File: src/rtl/lbs_pkg.sv
package lbs_pkg;

    typedef enum logic [3:0] {
        S_RESET,
        S_TX_RFI,
        S_RX_EN,
        S_ALIGN_GAP,
        S_ALIGN_RD,
        S_TX_EN,
        S_RF_GAP,
        S_RF_RD,
        S_UP_GAP,
        S_UP_RD,
        S_TX_DROP
    } seq_state_e;

    typedef enum logic [1:0] {
        M_IDLE,
        M_ADDR,
        M_RESP
    } axm_state_e;

    // Status word bit positions (decoded by the core)
    localparam int unsigned STAT_ALIGNED_BIT = 1;
    localparam int unsigned STAT_RFAULT_BIT  = 5;

    // Control register bit positions
    localparam int unsigned TXC_ENABLE_BIT   = 0;
    localparam int unsigned TXC_SEND_RFI_BIT = 4;
    localparam int unsigned RXC_ENABLE_BIT   = 0;

    localparam logic [1:0] RESP_OKAY = 2'b00;

    // Floor on the number of idle clocks between status reads
    localparam int unsigned MIN_POLL_GAP = 16;

endpackage

File: src/rtl/lbs_axil_master.sv
module lbs_axil_master
    import lbs_pkg::*;
#(
    parameter int unsigned ADDR_W = 16,
    parameter int unsigned DATA_W = 32
) (
    input  logic                clk,
    input  logic                rst_n,
    // command side
    input  logic                cmd_start,
    input  logic                cmd_write,
    input  logic [ADDR_W-1:0]   cmd_addr,
    input  logic [DATA_W-1:0]   cmd_wdata,
    output logic                cmd_idle,
    output logic                cmd_done,
    output logic [1:0]          cmd_resp,
    output logic [DATA_W-1:0]   cmd_rdata,
    // AXI4-Lite master side
    output logic                m_awvalid,
    input  logic                m_awready,
    output logic [ADDR_W-1:0]   m_awaddr,
    output logic                m_wvalid,
    input  logic                m_wready,
    output logic [DATA_W-1:0]   m_wdata,
    output logic [DATA_W/8-1:0] m_wstrb,
    input  logic                m_bvalid,
    output logic                m_bready,
    input  logic [1:0]          m_bresp,
    output logic                m_arvalid,
    input  logic                m_arready,
    output logic [ADDR_W-1:0]   m_araddr,
    input  logic                m_rvalid,
    output logic                m_rready,
    input  logic [DATA_W-1:0]   m_rdata,
    input  logic [1:0]          m_rresp
);

    axm_state_e          m_state;
    logic                is_wr;
    logic [ADDR_W-1:0]   addr_q;
    logic [DATA_W-1:0]   data_q;
    logic                aw_ok;
    logic                w_ok;
    logic                aw_hs;
    logic                w_hs;

    assign aw_hs = m_awvalid && m_awready;
    assign w_hs  = m_wvalid && m_wready;

    always_ff @(posedge clk or negedge rst_n) begin
        if (!rst_n) begin
            m_state <= M_IDLE;
            is_wr   <= 1'b0;
            addr_q  <= '0;
            data_q  <= '0;
            aw_ok   <= 1'b0;
            w_ok    <= 1'b0;
        end else begin
            unique case (m_state)
                M_IDLE: begin
                    if (cmd_start) begin
                        is_wr   <= cmd_write;
                        addr_q  <= cmd_addr;
                        data_q  <= cmd_wdata;
                        aw_ok   <= 1'b0;
                        w_ok    <= 1'b0;
                        m_state <= M_ADDR;
                    end
                end
                M_ADDR: begin
                    if (is_wr) begin
                        if ((aw_ok || aw_hs) && (w_ok || w_hs)) begin
                            m_state <= M_RESP;
                        end else begin
                            aw_ok <= aw_ok || aw_hs;
                            w_ok  <= w_ok || w_hs;
                        end
                    end else if (m_arready) begin
                        m_state <= M_RESP;
                    end
                end
                M_RESP: begin
                    if (cmd_done) begin
                        m_state <= M_IDLE;
                    end
                end
                default: m_state <= M_IDLE;
            endcase
        end
    end

    always_comb begin
        m_awvalid = (m_state == M_ADDR) && is_wr && !aw_ok;
        m_wvalid  = (m_state == M_ADDR) && is_wr && !w_ok;
        m_arvalid = (m_state == M_ADDR) && !is_wr;
        m_bready  = (m_state == M_RESP) && is_wr;
        m_rready  = (m_state == M_RESP) && !is_wr;
        m_awaddr  = addr_q;
        m_araddr  = addr_q;
        m_wdata   = data_q;
        m_wstrb   = '1;
        cmd_idle  = (m_state == M_IDLE);
        cmd_done  = (m_state == M_RESP) && (is_wr ? m_bvalid : m_rvalid);
        cmd_resp  = is_wr ? m_bresp : m_rresp;
        cmd_rdata = m_rdata;
    end

endmodule

File: src/rtl/lbs_poll_timer.sv
module lbs_poll_timer
    import lbs_pkg::*;
#(
    parameter int unsigned GAP_CYCLES = 64,
    parameter int unsigned POLL_LIMIT = 1000
) (
    input  logic clk,
    input  logic rst_n,
    input  logic gap_run,
    input  logic poll_clr,
    input  logic poll_inc,
    output logic gap_done,
    output logic poll_last
);

    localparam int unsigned GAP_EFF  = (GAP_CYCLES < MIN_POLL_GAP) ? MIN_POLL_GAP : GAP_CYCLES;
    localparam int unsigned GAP_W    = $clog2(GAP_EFF);
    localparam int unsigned LIM_EFF  = (POLL_LIMIT < 1) ? 1 : POLL_LIMIT;
    localparam int unsigned POLL_W   = $clog2(LIM_EFF + 1);

    logic [GAP_W-1:0]  gap_cnt;
    logic [POLL_W-1:0] poll_cnt;

    always_ff @(posedge clk or negedge rst_n) begin
        if (!rst_n) begin
            gap_cnt <= '0;
        end else if (!gap_run) begin
            gap_cnt <= '0;
        end else if (gap_cnt != GAP_W'(GAP_EFF - 1)) begin
            gap_cnt <= gap_cnt + 1'b1;
        end
    end

    always_ff @(posedge clk or negedge rst_n) begin
        if (!rst_n) begin
            poll_cnt <= '0;
        end else if (poll_clr) begin
            poll_cnt <= '0;
        end else if (poll_inc && !poll_last) begin
            poll_cnt <= poll_cnt + 1'b1;
        end
    end

    assign gap_done  = gap_run && (gap_cnt == GAP_W'(GAP_EFF - 1));
    assign poll_last = (poll_cnt == POLL_W'(LIM_EFF - 1));

endmodule

File: src/rtl/link_bringup_seq.sv
module link_bringup_seq
    import lbs_pkg::*;
#(
    parameter int unsigned ADDR_W      = 16,
    parameter int unsigned DATA_W      = 32,
    parameter int unsigned TX_CTRL_OFS = 'h000C,
    parameter int unsigned RX_CTRL_OFS = 'h0014,
    parameter int unsigned RX_STAT_OFS = 'h0204,
    parameter int unsigned POLL_GAP    = 64,
    parameter int unsigned POLL_LIMIT  = 1000
) (
    input  logic                clk,
    input  logic                rst_n,
    output logic                m_awvalid,
    input  logic                m_awready,
    output logic [ADDR_W-1:0]   m_awaddr,
    output logic                m_wvalid,
    input  logic                m_wready,
    output logic [DATA_W-1:0]   m_wdata,
    output logic [DATA_W/8-1:0] m_wstrb,
    input  logic                m_bvalid,
    output logic                m_bready,
    input  logic [1:0]          m_bresp,
    output logic                m_arvalid,
    input  logic                m_arready,
    output logic [ADDR_W-1:0]   m_araddr,
    input  logic                m_rvalid,
    output logic                m_rready,
    input  logic [DATA_W-1:0]   m_rdata,
    input  logic [1:0]          m_rresp,
    output logic                link_up,
    output logic                link_fault,
    output logic [DATA_W-1:0]   last_status
);

    localparam logic [ADDR_W-1:0] TXC_ADDR  = ADDR_W'(TX_CTRL_OFS);
    localparam logic [ADDR_W-1:0] RXC_ADDR  = ADDR_W'(RX_CTRL_OFS);
    localparam logic [ADDR_W-1:0] STAT_ADDR = ADDR_W'(RX_STAT_OFS);
    localparam logic [DATA_W-1:0] TXC_FORCE_RFI = DATA_W'(1) << TXC_SEND_RFI_BIT;
    localparam logic [DATA_W-1:0] TXC_RUN       = DATA_W'(1) << TXC_ENABLE_BIT;
    localparam logic [DATA_W-1:0] RXC_RUN       = DATA_W'(1) << RXC_ENABLE_BIT;

    seq_state_e          state;
    seq_state_e          state_nx;
    logic                cmd_sent;
    logic                cmd_start;
    logic                cmd_write;
    logic [ADDR_W-1:0]   cmd_addr;
    logic [DATA_W-1:0]   cmd_wdata;
    logic                cmd_idle;
    logic                cmd_done;
    logic [1:0]          cmd_resp;
    logic [DATA_W-1:0]   cmd_rdata;
    logic                op_state;
    logic                rd_state;
    logic                wr_ok;
    logic                st_aligned;
    logic                st_rfault;
    logic                gap_run;
    logic                gap_done;
    logic                poll_clr;
    logic                poll_inc;
    logic                poll_last;
    logic                fault_set;

    // ---------------------------------------------------------------
    // Transaction engine and poll timing
    // ---------------------------------------------------------------
    lbs_axil_master #(
        .ADDR_W (ADDR_W),
        .DATA_W (DATA_W)
    ) u_axm (
        .clk       (clk),
        .rst_n     (rst_n),
        .cmd_start (cmd_start),
        .cmd_write (cmd_write),
        .cmd_addr  (cmd_addr),
        .cmd_wdata (cmd_wdata),
        .cmd_idle  (cmd_idle),
        .cmd_done  (cmd_done),
        .cmd_resp  (cmd_resp),
        .cmd_rdata (cmd_rdata),
        .m_awvalid (m_awvalid),
        .m_awready (m_awready),
        .m_awaddr  (m_awaddr),
        .m_wvalid  (m_wvalid),
        .m_wready  (m_wready),
        .m_wdata   (m_wdata),
        .m_wstrb   (m_wstrb),
        .m_bvalid  (m_bvalid),
        .m_bready  (m_bready),
        .m_bresp   (m_bresp),
        .m_arvalid (m_arvalid),
        .m_arready (m_arready),
        .m_araddr  (m_araddr),
        .m_rvalid  (m_rvalid),
        .m_rready  (m_rready),
        .m_rdata   (m_rdata),
        .m_rresp   (m_rresp)
    );

    lbs_poll_timer #(
        .GAP_CYCLES (POLL_GAP),
        .POLL_LIMIT (POLL_LIMIT)
    ) u_timer (
        .clk       (clk),
        .rst_n     (rst_n),
        .gap_run   (gap_run),
        .poll_clr  (poll_clr),
        .poll_inc  (poll_inc),
        .gap_done  (gap_done),
        .poll_last (poll_last)
    );

    // ---------------------------------------------------------------
    // Per-state command selection
    // ---------------------------------------------------------------
    always_comb begin
        op_state  = 1'b0;
        rd_state  = 1'b0;
        cmd_write = 1'b0;
        cmd_addr  = STAT_ADDR;
        cmd_wdata = '0;
        unique case (state)
            S_TX_RFI, S_TX_DROP: begin
                op_state  = 1'b1;
                cmd_write = 1'b1;
                cmd_addr  = TXC_ADDR;
                cmd_wdata = TXC_FORCE_RFI;
            end
            S_RX_EN: begin
                op_state  = 1'b1;
                cmd_write = 1'b1;
                cmd_addr  = RXC_ADDR;
                cmd_wdata = RXC_RUN;
            end
            S_TX_EN: begin
                op_state  = 1'b1;
                cmd_write = 1'b1;
                cmd_addr  = TXC_ADDR;
                cmd_wdata = TXC_RUN;
            end
            S_ALIGN_RD, S_RF_RD, S_UP_RD: begin
                op_state = 1'b1;
                rd_state = 1'b1;
            end
            default: ;
        endcase
    end

    assign cmd_start  = op_state && !cmd_sent && cmd_idle;
    assign wr_ok      = (cmd_resp == RESP_OKAY);
    assign st_aligned = cmd_rdata[STAT_ALIGNED_BIT];
    assign st_rfault  = cmd_rdata[STAT_RFAULT_BIT];

    assign gap_run  = (state == S_ALIGN_GAP) || (state == S_RF_GAP) || (state == S_UP_GAP);
    assign poll_clr = (state == S_RESET) || (state == S_RX_EN) || (state == S_TX_EN) ||
                      (state == S_TX_DROP) || (state == S_UP_GAP);
    assign poll_inc = cmd_done && ((state == S_ALIGN_RD) || (state == S_RF_RD));

    // ---------------------------------------------------------------
    // Next-state logic
    // ---------------------------------------------------------------
    always_comb begin
        state_nx  = state;
        fault_set = 1'b0;
        unique case (state)
            S_RESET: state_nx = S_TX_RFI;
            S_TX_RFI: begin
                if (cmd_done) begin
                    state_nx  = wr_ok ? S_RX_EN : S_RESET;
                    fault_set = !wr_ok;
                end
            end
            S_RX_EN: begin
                if (cmd_done) begin
                    state_nx  = wr_ok ? S_ALIGN_GAP : S_RESET;
                    fault_set = !wr_ok;
                end
            end
            S_ALIGN_GAP: begin
                if (gap_done) state_nx = S_ALIGN_RD;
            end
            S_ALIGN_RD: begin
                if (cmd_done) begin
                    if (st_aligned) begin
                        state_nx = S_TX_EN;
                    end else if (poll_last) begin
                        state_nx  = S_RESET;
                        fault_set = 1'b1;
                    end else begin
                        state_nx = S_ALIGN_GAP;
                    end
                end
            end
            S_TX_EN: begin
                if (cmd_done) begin
                    state_nx  = wr_ok ? S_RF_GAP : S_RESET;
                    fault_set = !wr_ok;
                end
            end
            S_RF_GAP: begin
                if (gap_done) state_nx = S_RF_RD;
            end
            S_RF_RD: begin
                if (cmd_done) begin
                    if (!st_aligned) begin
                        state_nx = S_TX_DROP;
                    end else if (!st_rfault) begin
                        state_nx = S_UP_GAP;
                    end else if (poll_last) begin
                        state_nx  = S_RESET;
                        fault_set = 1'b1;
                    end else begin
                        state_nx = S_RF_GAP;
                    end
                end
            end
            S_UP_GAP: begin
                if (gap_done) state_nx = S_UP_RD;
            end
            S_UP_RD: begin
                if (cmd_done) begin
                    state_nx = st_aligned ? S_UP_GAP : S_TX_DROP;
                end
            end
            S_TX_DROP: begin
                if (cmd_done) begin
                    state_nx  = wr_ok ? S_ALIGN_GAP : S_RESET;
                    fault_set = !wr_ok;
                end
            end
            default: state_nx = S_RESET;
        endcase
    end

    // ---------------------------------------------------------------
    // State register
    // ---------------------------------------------------------------
    always_ff @(posedge clk or negedge rst_n) begin
        if (!rst_n) begin
            state    <= S_RESET;
            cmd_sent <= 1'b0;
        end else begin
            state <= state_nx;
            if (state_nx != state) begin
                cmd_sent <= 1'b0;
            end else if (cmd_start) begin
                cmd_sent <= 1'b1;
            end
        end
    end

    // ---------------------------------------------------------------
    // Outputs
    // ---------------------------------------------------------------
    always_ff @(posedge clk or negedge rst_n) begin
        if (!rst_n) begin
            link_up     <= 1'b0;
            link_fault  <= 1'b0;
            last_status <= '0;
        end else begin
            if (cmd_done && rd_state) begin
                last_status <= cmd_rdata;
            end
            if (fault_set) begin
                link_fault <= 1'b1;
            end
            if ((state == S_RF_RD) && (state_nx == S_UP_GAP)) begin
                link_up <= 1'b1;
            end else if ((state_nx == S_TX_DROP) || (state_nx == S_RESET)) begin
                link_up <= 1'b0;
            end
        end
    end

endmodule

File: config.mk
export PLATFORM = sky130hd
export DESIGN_NAME = link_bringup_seq
export DESIGN_NICKNAME = d
export VERILOG_FILES = /design/src/rtl/lbs_pkg.sv /design/src/rtl/lbs_axil_master.sv /design/src/rtl/lbs_poll_timer.sv /design/src/rtl/link_bringup_seq.sv
export SDC_FILE = /design/constraint.sdc
export NUM_CORES = 1
export LEC_CHECK = 0
export CAP_MARGIN = 20
export CORE_AREA = 10 10 105 107
export DETAILED_ROUTE_END_ITERATION = 16
export DIE_AREA = 0 0 115 117
export DONT_BUFFER_PORTS = 1
export GPL_TIMING_DRIVEN = 0
export HOLD_SLACK_MARGIN = 0.1
export PLACE_DENSITY = 0.83
export REMOVE_ABC_BUFFERS = 1
export SLEW_MARGIN = 20
export SYNTH_ARGS = -nofsm -noshare
export SYNTH_HDL_FRONTEND = slang
export SYNTH_HIERARCHICAL = 1
export SYNTH_SLANG_ARGS = --single-unit
File: constraint.sdc
create_clock -name clk -period 4.6 [get_ports clk]
set_input_delay 0.69 -clock clk [delete_from_list [all_inputs] [get_ports clk]]
set_output_delay 0.69 -clock clk [all_outputs]
set_load 0.05 [all_outputs]
Word-level counts from Yosys, hierarchy flattened --
Index checks and enable logic that the tools add are counted.
Cells by class: multiplexer cells 55, equality and inequality tests 25, reductions and logical operators 51, add/subtract/negate cells 2
Operators by type and width (count):
- two-way mux 4 bit | 11
- one-hot mux 4 bit (10 select lines) | 1
- equality test 4 bit (second input constant) | 5
- two-way mux 1 bit | 20
- two-way mux 10 bit | 2
- two-way mux 2 bit | 10
- one-hot mux 10 bit (2 select lines) | 1
- logical AND 1 bit | 17
- equality test 4 x 3 -> 1 bit (second input constant) | 4
- two-way mux 6 bit | 2
- adder 10 x 1 -> 10 bit (second input constant) | 1
- equality test 10 bit (second input constant) | 1
- logical OR 1 bit | 10
- one-hot mux 5 bit (2 select lines) | 1
- two-way mux 3 bit | 3
- equality test 4 x 2 -> 1 bit (second input constant) | 2
- logical NOT 4 bit | 2
- inequality test 2 bit (second input constant) | 4
- AND reduction 4 bit | 2
- nonzero test 2 bit | 4
- OR reduction 7 bit | 1
- adder 6 x 1 -> 6 bit (second input constant) | 1
- equality test 6 bit (second input constant) | 1
- logical NOT 1 bit | 6
- 16 further kinds | 21
Word-level totals: input bits 43, register bits after elaboration 108, word-level logic and storage cells 146, output and inout port bits 107

Depth between registers and ports, before layout --
Gate-level depths: netlist of the first run.
depth in word-level cells 10, depth in mapped cells 13, mapped depth without buffers 12

Cells and area by module --
The synthesis of the first run kept the hierarchy.
Modules (own cells, without submodules):
- lbs_axil_master | cells an instance 191, seq. area each 1326.3 µm², area each 2760.1 µm², times used 1
- link_bringup_seq | cells an instance 182, seq. area each 975.9 µm², area each 2010.7 µm², times used 1
- lbs_poll_timer | cells an instance 95, seq. area each 400.4 µm², area each 899.6 µm², times used 1

Worst setup path before layout of the first run --
Ideal clock, no wire load.
path kind reg-to-reg, from register state[3], to register cmd_sent, setup time 0.080 ns, arrival 2.489 ns, path buffers 1, setup slack 2.031 ns, stages on the path, launching flop included 14, data required time 4.520 ns, clock period less this slack 2.569 ns, path through dfrtp_1 > buf_4 > and2b_1 > o2bb2ai_1 > inv_1 > o32ai_1 > inv_1 > nor2_1 > inv_1 > nor4_1 > a311oi_1 > a2111oi_2 > o21ai_1 > nor3_2
On the way: longest elaborated chain between the ends 8, elaborated cells on any way between the ends 32, classes of those cells eq/ne (11); mux (12); reduce/logical (9)
Ends and longest elaborated chain:
- start: declaration | line link_bringup_seq.sv:43 | seq_state_e state;
- start signal: assignment | line link_bringup_seq.sv:245 | state <= state_nx;
- equality test 4 x 2 -> 1 bit or equality test 4 x 3 -> 1 bit (tied branches) | line link_bringup_seq.sv:156 | assign gap_run = (state == S_ALIGN_GAP) || (state == S_RF_GAP) || (state == S_UP_GAP);
- logical OR 1 bit | line link_bringup_seq.sv:156
- logical OR 1 bit * | line link_bringup_seq.sv:156
- net gap_run | line link_bringup_seq.sv:59 | logic gap_run;
- logical AND 1 bit * | line lbs_poll_timer.sv:44 | assign gap_done = gap_run && (gap_cnt == GAP_W'(GAP_EFF - 1));
- net gap_done | line link_bringup_seq.sv:60 | logic gap_done;
- two-way mux 4 bit (on tied branches) | line link_bringup_seq.sv:220, link_bringup_seq.sv:182, link_bringup_seq.sv:203
- one-hot mux 4 bit (10 select lines) * | line link_bringup_seq.sv:167 | unique case (state)
- inequality test 4 bit * | line link_bringup_seq.sv:246 | if (state_nx != state) begin
- two-way mux 1 bit or nonzero test 2 bit (tied branches)
- end signal: assignment | line link_bringup_seq.sv:243 | cmd_sent <= 1'b0;
- end signal: assignment | line link_bringup_seq.sv:247 | cmd_sent <= 1'b0;
- end signal: assignment | line link_bringup_seq.sv:249 | cmd_sent <= 1'b1;
- end: declaration | line link_bringup_seq.sv:45 | logic cmd_sent;
Mark *: on every way through the listed nets, which the timed path passes. The rest lies on a longest branch. A chain may end at the register's enable or synchronous reset.

Final worst setup path of the first run --
from register u_axm.m_state[1], to register u_timer.poll_cnt[9]
On the way: longest elaborated chain between the ends 5
Ends and longest elaborated chain:
- start: declaration | line lbs_axil_master.sv:38 | axm_state_e m_state;
- start signal: assignment | line lbs_axil_master.sv:52 | m_state <= M_IDLE;
- start signal: assignment | line lbs_axil_master.sv:67 | m_state <= M_ADDR;
- start signal: assignment | line lbs_axil_master.sv:73 | m_state <= M_RESP;
- equality test 2 bit | line lbs_axil_master.sv:103 | cmd_done = (m_state == M_RESP) && (is_wr ? m_bvalid : m_rvalid);
- logical AND 1 bit | line lbs_axil_master.sv:103
- net cmd_done | line link_bringup_seq.sv:51 | logic cmd_done;
- logical AND 1 bit | line link_bringup_seq.sv:159 | assign poll_inc = cmd_done && ((state == S_ALIGN_RD) || (state == S_RF_RD));
- net poll_inc | line link_bringup_seq.sv:62 | logic poll_inc;
- logical AND 1 bit | line lbs_poll_timer.sv:39 | end else if (poll_inc && !poll_last) begin
- nonzero test 2 bit (no source line)
- end signal: assignment | line lbs_poll_timer.sv:40 | poll_cnt <= poll_cnt + 1'b1;
- end: declaration | line lbs_poll_timer.sv:22 | logic [POLL_W-1:0] poll_cnt;
The timed path passes the listed nets, and every way through them passes these cells.

==> results_dict.tcl, run 1 <==
set metrics [dict create \
    slew_headroom_pct 31.71 \
    grt_max_degree 109 \
    yosys-top-cells-count "108 x dfrtp_1, 58 x buf_4, 48 x mux2_4, 26 x mux2_2, 22 x nor2_1" \
    layout-drive-gt1-share_pct 23.35 \
    grt_usage_pct 16.08 \
    async_flop_share_pct 100.0 \
    yosys.area.top_type "dfrtp_1" \
    nNetsFinal 495 \
    rsz0062_at_grt "false" \
    die-height_um 117 \
    antenna_cells 0 \
    drt_pass1_iterations 5 \
    cap_violations 0 \
    path_class "flip-flop to flip-flop" \
    wirelength_mm 11.42 \
    regArea_um2 2703 \
    start_util_pct 62.86 \
    antenna_found_initial 0 \
    synth_cell_type_count 69 \
    die_area_um2 13460 \
    synth.yosys.seq_area_share_pct 47.66 \
    synth_top_area_share_pct 47.66 \
    fmax_mhz 290.7 \
    syn_area_um2 5670 \
    die-width_um 115 \
    drtIter0Drc 373 \
    min_period_over_period_pct 74.78 \
    multi_input_area_um2 2489 \
    fin_crit_ns 3.440 \
    rows 35 \
    postSynthCellCount 468 \
    clk_path_buf_depth 2 \
    hp-class "primary input to async pin" \
    numPortBuffers 0 \
    vias 3368 \
    finalSetupViolations 0 \
    yosys_most_used_dff "dfrtp_1" \
    clock_sinks 108 \
    clock_skew_ns 0.008757 \
    overflow 0 \
    synth_warnings 6 \
    path_max_fanout 18 \
    synth-seq-cells 108 \
    synth_edf_count 0 \
    cts_root_buffer "clkbuf_8" \
    synth_area_leaders "dfrtp_1 48%, mux2_4 13%, buf_4 7.7%" \
    hold_violations 0 \
    gp_congestion 0.8865 \
    drc_errors 0 \
    path_clk_slew_ns 0.10 \
    synth.most_common_cell "dfrtp_1" \
    cts_made_buffers 9 \
    via_per_inst 5.961 \
    routedWlPerCell_um 20.21 \
    drv_slew 0 \
    synth.avg_cell_area_um2 12.12 \
    clkLatencyLatePin_ns 0.36 \
    first_global_vias 3257 \
    coreArea_um2 9021 \
    r2r_slack_ns 1.16 \
    fillers 652 \
    outcome "completed" \
    cp-end-kind "flip-flop" \
    setup_tns_ns 0 \
    grt_pass1_wl_mm 17.46 \
    cts_resized 0 \
    dpl.hpwl_mm 8.346 \
    start_kind "flip-flop" \
    worst_slew_pin_slew_ns 0.9958 \
    io_pins 150 \
    area_growth_pct -1.081 \
    htreeDepth 3 \
    ant_nets 0 \
    tritoncts "yes" \
    arrival_ns 3.71 \
    critPathRequiredTime_ns 4.87 \
]
-- state kept, by name (all words and copies together), names as in the netlist, 2 cells and up --
register	flops
u_axm/m_wdata	32
u_axm/m_state	2
u_axm/m_araddr	16
last_status	32
u_timer/poll_cnt	10
u_timer/gap_cnt	6
state	4
-- cell usage in the layout (no fill, tap or decap), drive strengths merged, types with 4 or more instances in the layout --
cell | Yosys | layout
o31ai | 5 | 5
nor3 | 12 | 12
nor2 | 23 | 23
or4 | 5 | 5
nor2b | 5 | 5
nand2b | 4 | 4
dfrtp | 108 | 108
o21ai | 14 | 14
a31o | 4 | 4
nand2 | 18 | 18
nand3 | 6 | 6
a21oi | 15 | 15
clkbuf | 3 | 9
inv | 15 | 18
mux2 | 83 | 83
conb | 3 | 47
a31oi | 7 | 7
nand4 | 6 | 6
-- kinds of logic after synthesis --
| group | Yosys count | share of synthesized area, % |
|---|---|---|
| adders and majority gates | 2 | 0.4412 |
| muxes | 85 | 20.01 |
| other | 3 | 0.1986 |
| and+or+nand+nor | 103 | 10.48 |
| DFF | 108 | 47.66 |
| xor gates and xnor gates | 2 | 0.3090 |
| buffers and inverters | 89 | 11.45 |
| AOI/OAI and AO/OA | 76 | 9.444 |
-- per-layer routing --
metal	part of all wire (%)	track usage, %	wire, um
met5	0	0	0
met4	1.1	4.043	131
met3	9.0	4.995	1030
met2	53	28.60	6063
met1	37	18.35	4195
-- final timing paths --
check | startpoint | to | depth (start not counted)
hold reg to reg | u_timer/gap_cnt[1] | u_timer/gap_cnt[1] | 2
min in group clk | m_rdata[23] | last_status[23] | 1
max in group asynchronous | rst_n | link_up | 1
setup reg to reg | u_axm/m_state[1] | u_timer/poll_cnt[9] | 7
setup / recovery | u_axm/m_state[1] | u_timer/poll_cnt[9] | 7
hold / removal | rst_n | last_status[25] | 1
-- through the flow --
step | hold WS, ns | util [%] | worst slack [ns] | std cells | instance area [um2]
finish | 0.2416 | 62.18 | 1.160 | 565 | 5609
global route | 0.2755 | 62.18 | 0.8315 | 565 | 5609
CTS | 0.2667 | 62.18 | 1.177 | 565 | 5609
detailed placement | 0.3976 | 59.71 | 1.260 | 549 | 5386
global placement | 0.3975 | 59.65 | 1.059 | 549 | 5381
floorplan | 0.3944 | - | 1.593 | 438 | 5243
-- worst max-delay path: stages, from the launching register on --
cell and delay [ns]:
dfrtp_1 0.47, or2b_1 0.30, nor2_2 0.62, nand2_1 0.10
nor3_1 0.81, nand4_2 0.32, or4_1 0.53, a21oi_1 0.19
-- layout make-up --
type | count | area share (%)
clock buffers | 9 | 2.208
clock inverters | 6 | 1.271
inverters | 15 | 1.004
multi-input cells | 315 | 44.37
flip-flops and latches | 108 | 48.18
well taps | 111 | 2.476
repair buffers | 1 | 0.4907
-- timing repair --
item	4_1_cts	5_1_grt
setup buffers	0	0
hold buffers	1	0
hold endpoints to repair	108	0
Power of run 1 is left out: the tool's default activity adds up to more than one toggle a clock period on the data nets, which glitch-free logic cannot reach.
==> run 2: changes to the inputs <==
--- a/config.mk
+++ b/config.mk
@@ -5,6 +5,7 @@
 export SDC_FILE = /design/constraint.sdc
 export NUM_CORES = 1
 export LEC_CHECK = 0
+export ABC_AREA = 1
 export CAP_MARGIN = 20
 export CORE_AREA = 10 10 105 107
 export DETAILED_ROUTE_END_ITERATION = 16
==> constraint.sdc (replaced) <==
create_clock -name clk -period 3.3 [get_ports clk]
set_input_delay 0.495 -clock clk [delete_from_list [all_inputs] [get_ports clk]]
set_output_delay 0.495 -clock clk [all_outputs]
set_load 0.05 [all_outputs]
==> run 2 against run 1 <==
Net effect: synthesized area shrank 0.33%; clock-buffer cell count is the same; final cell count grew 27%; sequential share of layout area shrank 0.90 points; cell area grew 1.9%; first-iteration DRC count shrank 54%; critical path depth grew 5; routed wire length grew 3.9%; hold slack lost 0.0084 ns; critical path type unchanged.
==> results_dict.tcl, run 2 <==
set metrics [dict create \
    yosys-top-cells-count "149 x nand2_1, 108 x dfrtp_1, 67 x inv_1, 52 x buf_4" \
    finalSetupViolations 0 \
    antenna_cells 0 \
    io_pins 150 \
    antenna_found_initial 0 \
    cellPowerDensity_nw_per_um2 1094 \
    grt_usage_pct 17.45 \
    min_period_over_period_pct 79.68 \
    vias 3734 \
    max-vdd-ir-drop_v 0.0004889 \
    cp-end-kind "flip-flop" \
    final_cells 720 \
    setup_tns_ns 0 \
    hp-class "primary input to flip-flop" \
    tritoncts "yes" \
    synth_cell_type_count 35 \
    coreArea_um2 9021 \
    synth.most_common_cell "nand2_1" \
    layout-drive-gt1-share_pct 14.45 \
    synth_top_area_share_pct 47.82 \
    arrival_ns 2.90 \
    clock_sinks 108 \
    clock_skew_ns 0.009659 \
    async_flop_share_pct 100.0 \
    gp_congestion 0.9365 \
    r2r_end "link_up" \
    layout_common_cells "149 x nand2_1, 108 x dfrtp_1, 67 x inv_1, 47 x conb_1" \
    synth_warnings 6 \
    path_class "flip-flop to flip-flop" \
    grt_pass1_wl_mm 18.89 \
    synth_area_leaders "dfrtp_1 48%, mux2_4 12%, nand2_1 9.9%" \
    hold_violations 0 \
    dpl.hpwl_mm 9.068 \
    postSynthCellCount 613 \
    crit_start "u_axm/is_wr" \
    wirelength_mm 11.86 \
    start_util_pct 62.65 \
    synth-seq-cells 108 \
    rows 35 \
    htreeDepth 3 \
    cap_violations 0 \
    clk_path_buf_depth 2 \
    total_power_mw 6.251 \
    drv_slew 0 \
    cts_root_buffer "clkbuf_8" \
    reg2reg_depth 12 \
    synth_edf_count 0 \
    p_leak_nw 3.114 \
    cts_made_buffers 9 \
    worst_slew_pin_slew_ns 0.9821 \
    drtIter0Drc 173 \
    fillers 701 \
    drc_errors 0 \
    placed_cells 702 \
    design_area_um2 5715 \
    numPortBuffers 0 \
    critPathCapture "link_up" \
    drt_pass1_iterations 6 \
    fin_crit_ns 2.629 \
    start_kind "flip-flop" \
    yosys.area.top_type "dfrtp_1" \
    yosys_most_used_dff "dfrtp_1" \
    timing.rr.start "u_axm/is_wr" \
    nNetsFinal 649 \
    outcome "completed" \
    critPathRequiredTime_ns 3.57 \
    syn_area_um2 5652 \
    rsz0062_at_grt "false" \
    die-width_um 115 \
    via_per_inst 5.186 \
    routedWlPerCell_um 16.48 \
    clkLatencyLatePin_ns 0.38 \
    path_max_fanout 10 \
    die-height_um 117 \
    placed_cell_area_um2 5487 \
    area_growth_pct 1.129 \
    fmax_mhz 380.3 \
    r2r_slack_ns 0.67 \
    ant_nets 0 \
    synth.yosys.seq_area_share_pct 47.82 \
    regArea_um2 2703 \
    die_area_um2 13460 \
    slew_headroom_pct 34.29 \
    path_clk_slew_ns 0.11 \
    synth.avg_cell_area_um2 9.220 \
    overflow 0 \
    grt_max_degree 109 \
    first_global_vias 3784 \
    final_common_cell "nand2_1" \
    multi_input_area_um2 2342 \
]
[run 2: cell count changes after synthesis, moves of 8 or more]
| cell | change |
|---|---|
| mux2_1 | -9 |
| nand4_1 | +8 |
| nand3_1 | +23 |
| nand2_1 | +132 |
| nor2_1 | +24 |
| o21ai_1 | +28 |
| nor3_1 | -11 |
| mux2_2 | -24 |
| inv_1 | +52 |
[run 2: worst max-delay path: stages, from the launching register on]
cell and delay, ns:
dfrtp_1 0.52, inv_1 0.20, nand2_1 0.12, a21oi_1 0.58, inv_1 0.27, nand2_1 0.14
nand2_1 0.07, nand3_1 0.11, nand2_1 0.05, nor2_1 0.18, nand4_1 0.12, nor2_1 0.12
nor2_1 0.04
[run 2: routing by layer]
layer	vias up	wire length (um)	track usage, %
met5	-	0	0
met1	1778	4686	19.58
met3	8	975	4.383
met4	0	127	6.106
li1	1827	-	-
met2	121	6073	31.42
[run 2: repair_timing]
action | in CTS | in global routing
hold buffers | 2 | 0
buffers inserted | 0 | 0
hold endpoints to repair | 108 | 0
gates resized for setup | 0 | 0
[run 2: worst min-delay path by stage]
stage / startpoint / slack (ns) / to / depth (start not counted)
finish: m_rdata[6] / 0.23 / last_status[6] / 2
global route: m_rdata[28] / 0.23 / last_status[28] / 2
CTS: m_rdata[23] / 0.22 / last_status[23] / 2
detailed placement: rst_n / 0.20 / u_axm/m_wdata[26] / 0
global placement: rst_n / 0.20 / u_axm/m_wdata[20] / 0
floorplan: rst_n / 0.20 / cmd_sent / 0
[run 2: cell type report]
type | count | share of cell area (%)
multi-input combinational | 409 | 40.98
clock inverter | 7 | 1.182
timing repair buffer | 3 | 1.138
clock buffer | 9 | 2.167
sequential | 108 | 47.29
inverter | 73 | 4.816
tap | 111 | 2.430
[run 2: power breakdown]
part | switching (mW) | total [mW] | internal, mW
clock | 0.470 | 0.764 | 0.294
sequential | 2.03 | 3.73 | 1.70
combinational | 0.869 | 1.76 | 0.889
total | 3.37 | 6.25 | 2.88
[run 2: cells by family after synthesis]
family,Yosys count,share of synthesized area [%]
and+or+nand+nor,253,19.30
buffers and inverters,140,13.66
DFF,108,47.82
AOI/OAI and AO/OA,55,5.336
muxes,48,12.62
xor gates and xnor gates,4,0.6200
other,3,0.1992
adders and majority gates,2,0.4427
[run 2: per-stage QoR]
step	hold slack (ns)	setup slack, ns	utilization [%]
floorplan	0.1994	1.089	-
global placement	0.2025	0.7260	60.51
detailed placement	0.2026	0.7004	60.82
CTS	0.2184	0.6931	63.36
global route	0.2280	0.3891	63.36
finish	0.2333	0.6707	63.36
Power figures use the tool's default switching activity.
==> run 3: changes to the inputs <==
==> constraint.sdc (replaced) <==
create_clock -name clk -period 2.51 [get_ports clk]
set_input_delay 0.3765 -clock clk [delete_from_list [all_inputs] [get_ports clk]]
set_output_delay 0.3765 -clock clk [all_outputs]
set_load 0.05 [all_outputs]
==> run 3 against run 2 <==
Net effect: the flow now finishes with violations (hold timing); flip-flop and latch count unchanged; total power up 32%; sequential share of layout area down 0.52 points; non-clock buffer count up 4; critical path type is now flip-flop to primary output.
==> results_dict.tcl, run 3 (synthesis gave the netlist of run 2 again) <==
set metrics [dict create \
    path_max_fanout 7 \
    arrival_ns 2.02 \
    antenna_found_initial 0 \
    max-vdd-ir-drop_v 0.0006449 \
    slowest_delay_ns 0.76 \
    route.met3.wl_um 957 \
    power_frac_clock_pct 12.2 \
    drv_slew 0 \
    path_class "flip-flop to primary output" \
    regArea_um2 2708 \
    drt_pass1_iterations 4 \
    placed_cells 702 \
    reg2reg_depth 16 \
    routedWlPerCell_um 16.61 \
    drc_errors 0 \
    grt_max_degree 109 \
    start_util_pct 62.65 \
    path_buf_inv 1 \
    slowest_stage "nor2_1" \
    timing.hold.ws_ns -0.3209 \
    io_pins 150 \
    power_switching_share_pct 54.20 \
    top_layer_used "met4" \
    cellPowerDensity_nw_per_um2 1430 \
    worst_slew_pin_slew_ns 0.9883 \
    rsz0062_at_grt "false" \
    dpl.hpwl_mm 9.068 \
    p_leak_nw 3.119 \
    finalSetupViolations 0 \
    outcome "finished, violations left" \
    setup_ws_ns 0.1178 \
    clk_path_buf_depth 2 \
    gp_congestion 0.9365 \
    vias 3778 \
    wl_met1_mm 4.769 \
    layout-drive-gt1-share_pct 16.45 \
    wirelength_mm 12.04 \
    fillers 689 \
    via_per_inst 5.211 \
    htreeDepth 3 \
    fin_crit_ns 2.392 \
    final_cells 725 \
    path_cells "inv_1 -> nor2_4 -> nand2_1 -> nor2_1" \
    die-height_um 117 \
    timing.rr.start "state[2]" \
    clkLatencyLatePin_ns 0.37 \
    die_area_um2 13460 \
    power_frac_seq_pct 59.2 \
    area_growth_pct 2.435 \
    overflow 0 \
    final_util_pct 64.17 \
    start_kind "flip-flop" \
    nNetsFinal 654 \
    path_clk_slew_ns 0.11 \
    failed_checks "hold timing" \
    antenna_cells 0 \
    rows 35 \
    comb_power_share_pct 28.6 \
    cts_made_buffers 9 \
    dp_worst_setup_slack_ns -0.08960 \
    cap_violations 0 \
    clock_sinks 108 \
    die-width_um 115 \
    crit_cells 4 \
    cp-end-kind "primary output" \
    grt_pass1_wl_mm 18.89 \
    intPower_mw 3.792 \
    tritoncts "yes" \
    numPortBuffers 0 \
    grt_usage_pct 17.40 \
    switchingPower_mw 4.486 \
    r2r_end "cmd_sent" \
    clock_skew_ns 0.01078 \
    layout_common_cells "149 x nand2_1, 104 x dfrtp_1, 66 x inv_1, 47 x conb_1, 46 x mux2_4" \
    slew_headroom_pct 33.87 \
    final_common_cell "nand2_1" \
    fmax_mhz 418.0 \
    wl_met2_mm 6.158 \
    ctsHoldBuffers 2 \
    multi_input_area_um2 2399 \
    cts_root_buffer "clkbuf_8" \
    ant_nets 0 \
    min_period_over_period_pct 95.31 \
    r2r_slack_ns 0.26 \
    critPathCapture "m_awvalid" \
    coreArea_um2 9021 \
    hp-class "primary input to async pin" \
    crit_start "u_axm/m_state[0]" \
    hold_violations 108 \
    cp_top_family "simple AND/OR/NAND/NOR gates" \
    critPathRequiredTime_ns 2.13 \
    drtIter0Drc 180 \
    first_global_vias 3764 \
]
## run 3: repair_timing
item | in CTS | in global routing
gates cloned | 0 | 1
pin swaps | 0 | 1
hold endpoints to repair | 110 | 108
resized for setup | 2 | 12
setup endpoints to repair | 51 | 52
setup buffers | 0 | 4
## run 3: stage by stage
| step | instance area [um2] | hold slack, ns | total power [mW] | setup TNS [ns] |
|---|---|---|---|---|
| floorplan | 5320 | 0.08091 | 6.690 | 0 |
| global placement | 5459 | 0.08399 | 7.106 | -1.671 |
| detailed placement | 5487 | 0.08412 | 7.224 | -2.399 |
| CTS | 5710 | -0.3338 | 8.233 | 0 |
| global route | 5789 | -0.3443 | 8.672 | 0 |
| finish | 5789 | -0.3209 | 8.278 | 0 |
## run 3: per-layer routing
layer	track usage, %	vias up
met5	0	-
met4	6.436	0
met3	4.434	12
met2	30.93	113
met1	19.69	1805
li1	-	1848
## run 3: power by group through the flow
stage               sequential [mW]  combinational (mW)  clock, mW
floorplan                      4.75                1.94          0
finish                         4.90                2.37       1.01
detailed placement             4.97                2.26          0
CTS                            4.93                2.27       1.03
global route                   5.00                2.57       1.11
global placement               4.94                2.17          0
## run 3: worst register-to-register path: cells and delay by family (launching register included)
kind / cells / cell delay (ns)
flops: 1 / 0.42
compound gates: 1 / 0.17
simple gates: 12 / 1.26
buf+inv: 3 / 0.29
## run 3: layout make-up
cell class | count | area share [%]
clock buffer | 9 | 2.140
sequential | 108 | 46.77
clock inverter | 7 | 1.167
multi-input combinational | 410 | 41.43
tap | 111 | 2.399
timing repair buffer | 7 | 1.340
inverter | 73 | 4.755
## run 3: worst min path at each step
| stage | startpoint | endpoint | cells past startpoint |
|---|---|---|---|
| after floorplan | rst_n | cmd_sent | 0 |
| after global placement | rst_n | u_axm/m_wdata[20] | 0 |
| after detailed placement | rst_n | u_axm/m_wdata[26] | 0 |
| after CTS | rst_n | u_axm/m_wdata[26] | 0 |
| after global routing | rst_n | u_axm/m_araddr[11] | 0 |
| final | rst_n | u_axm/m_wdata[20] | 0 |
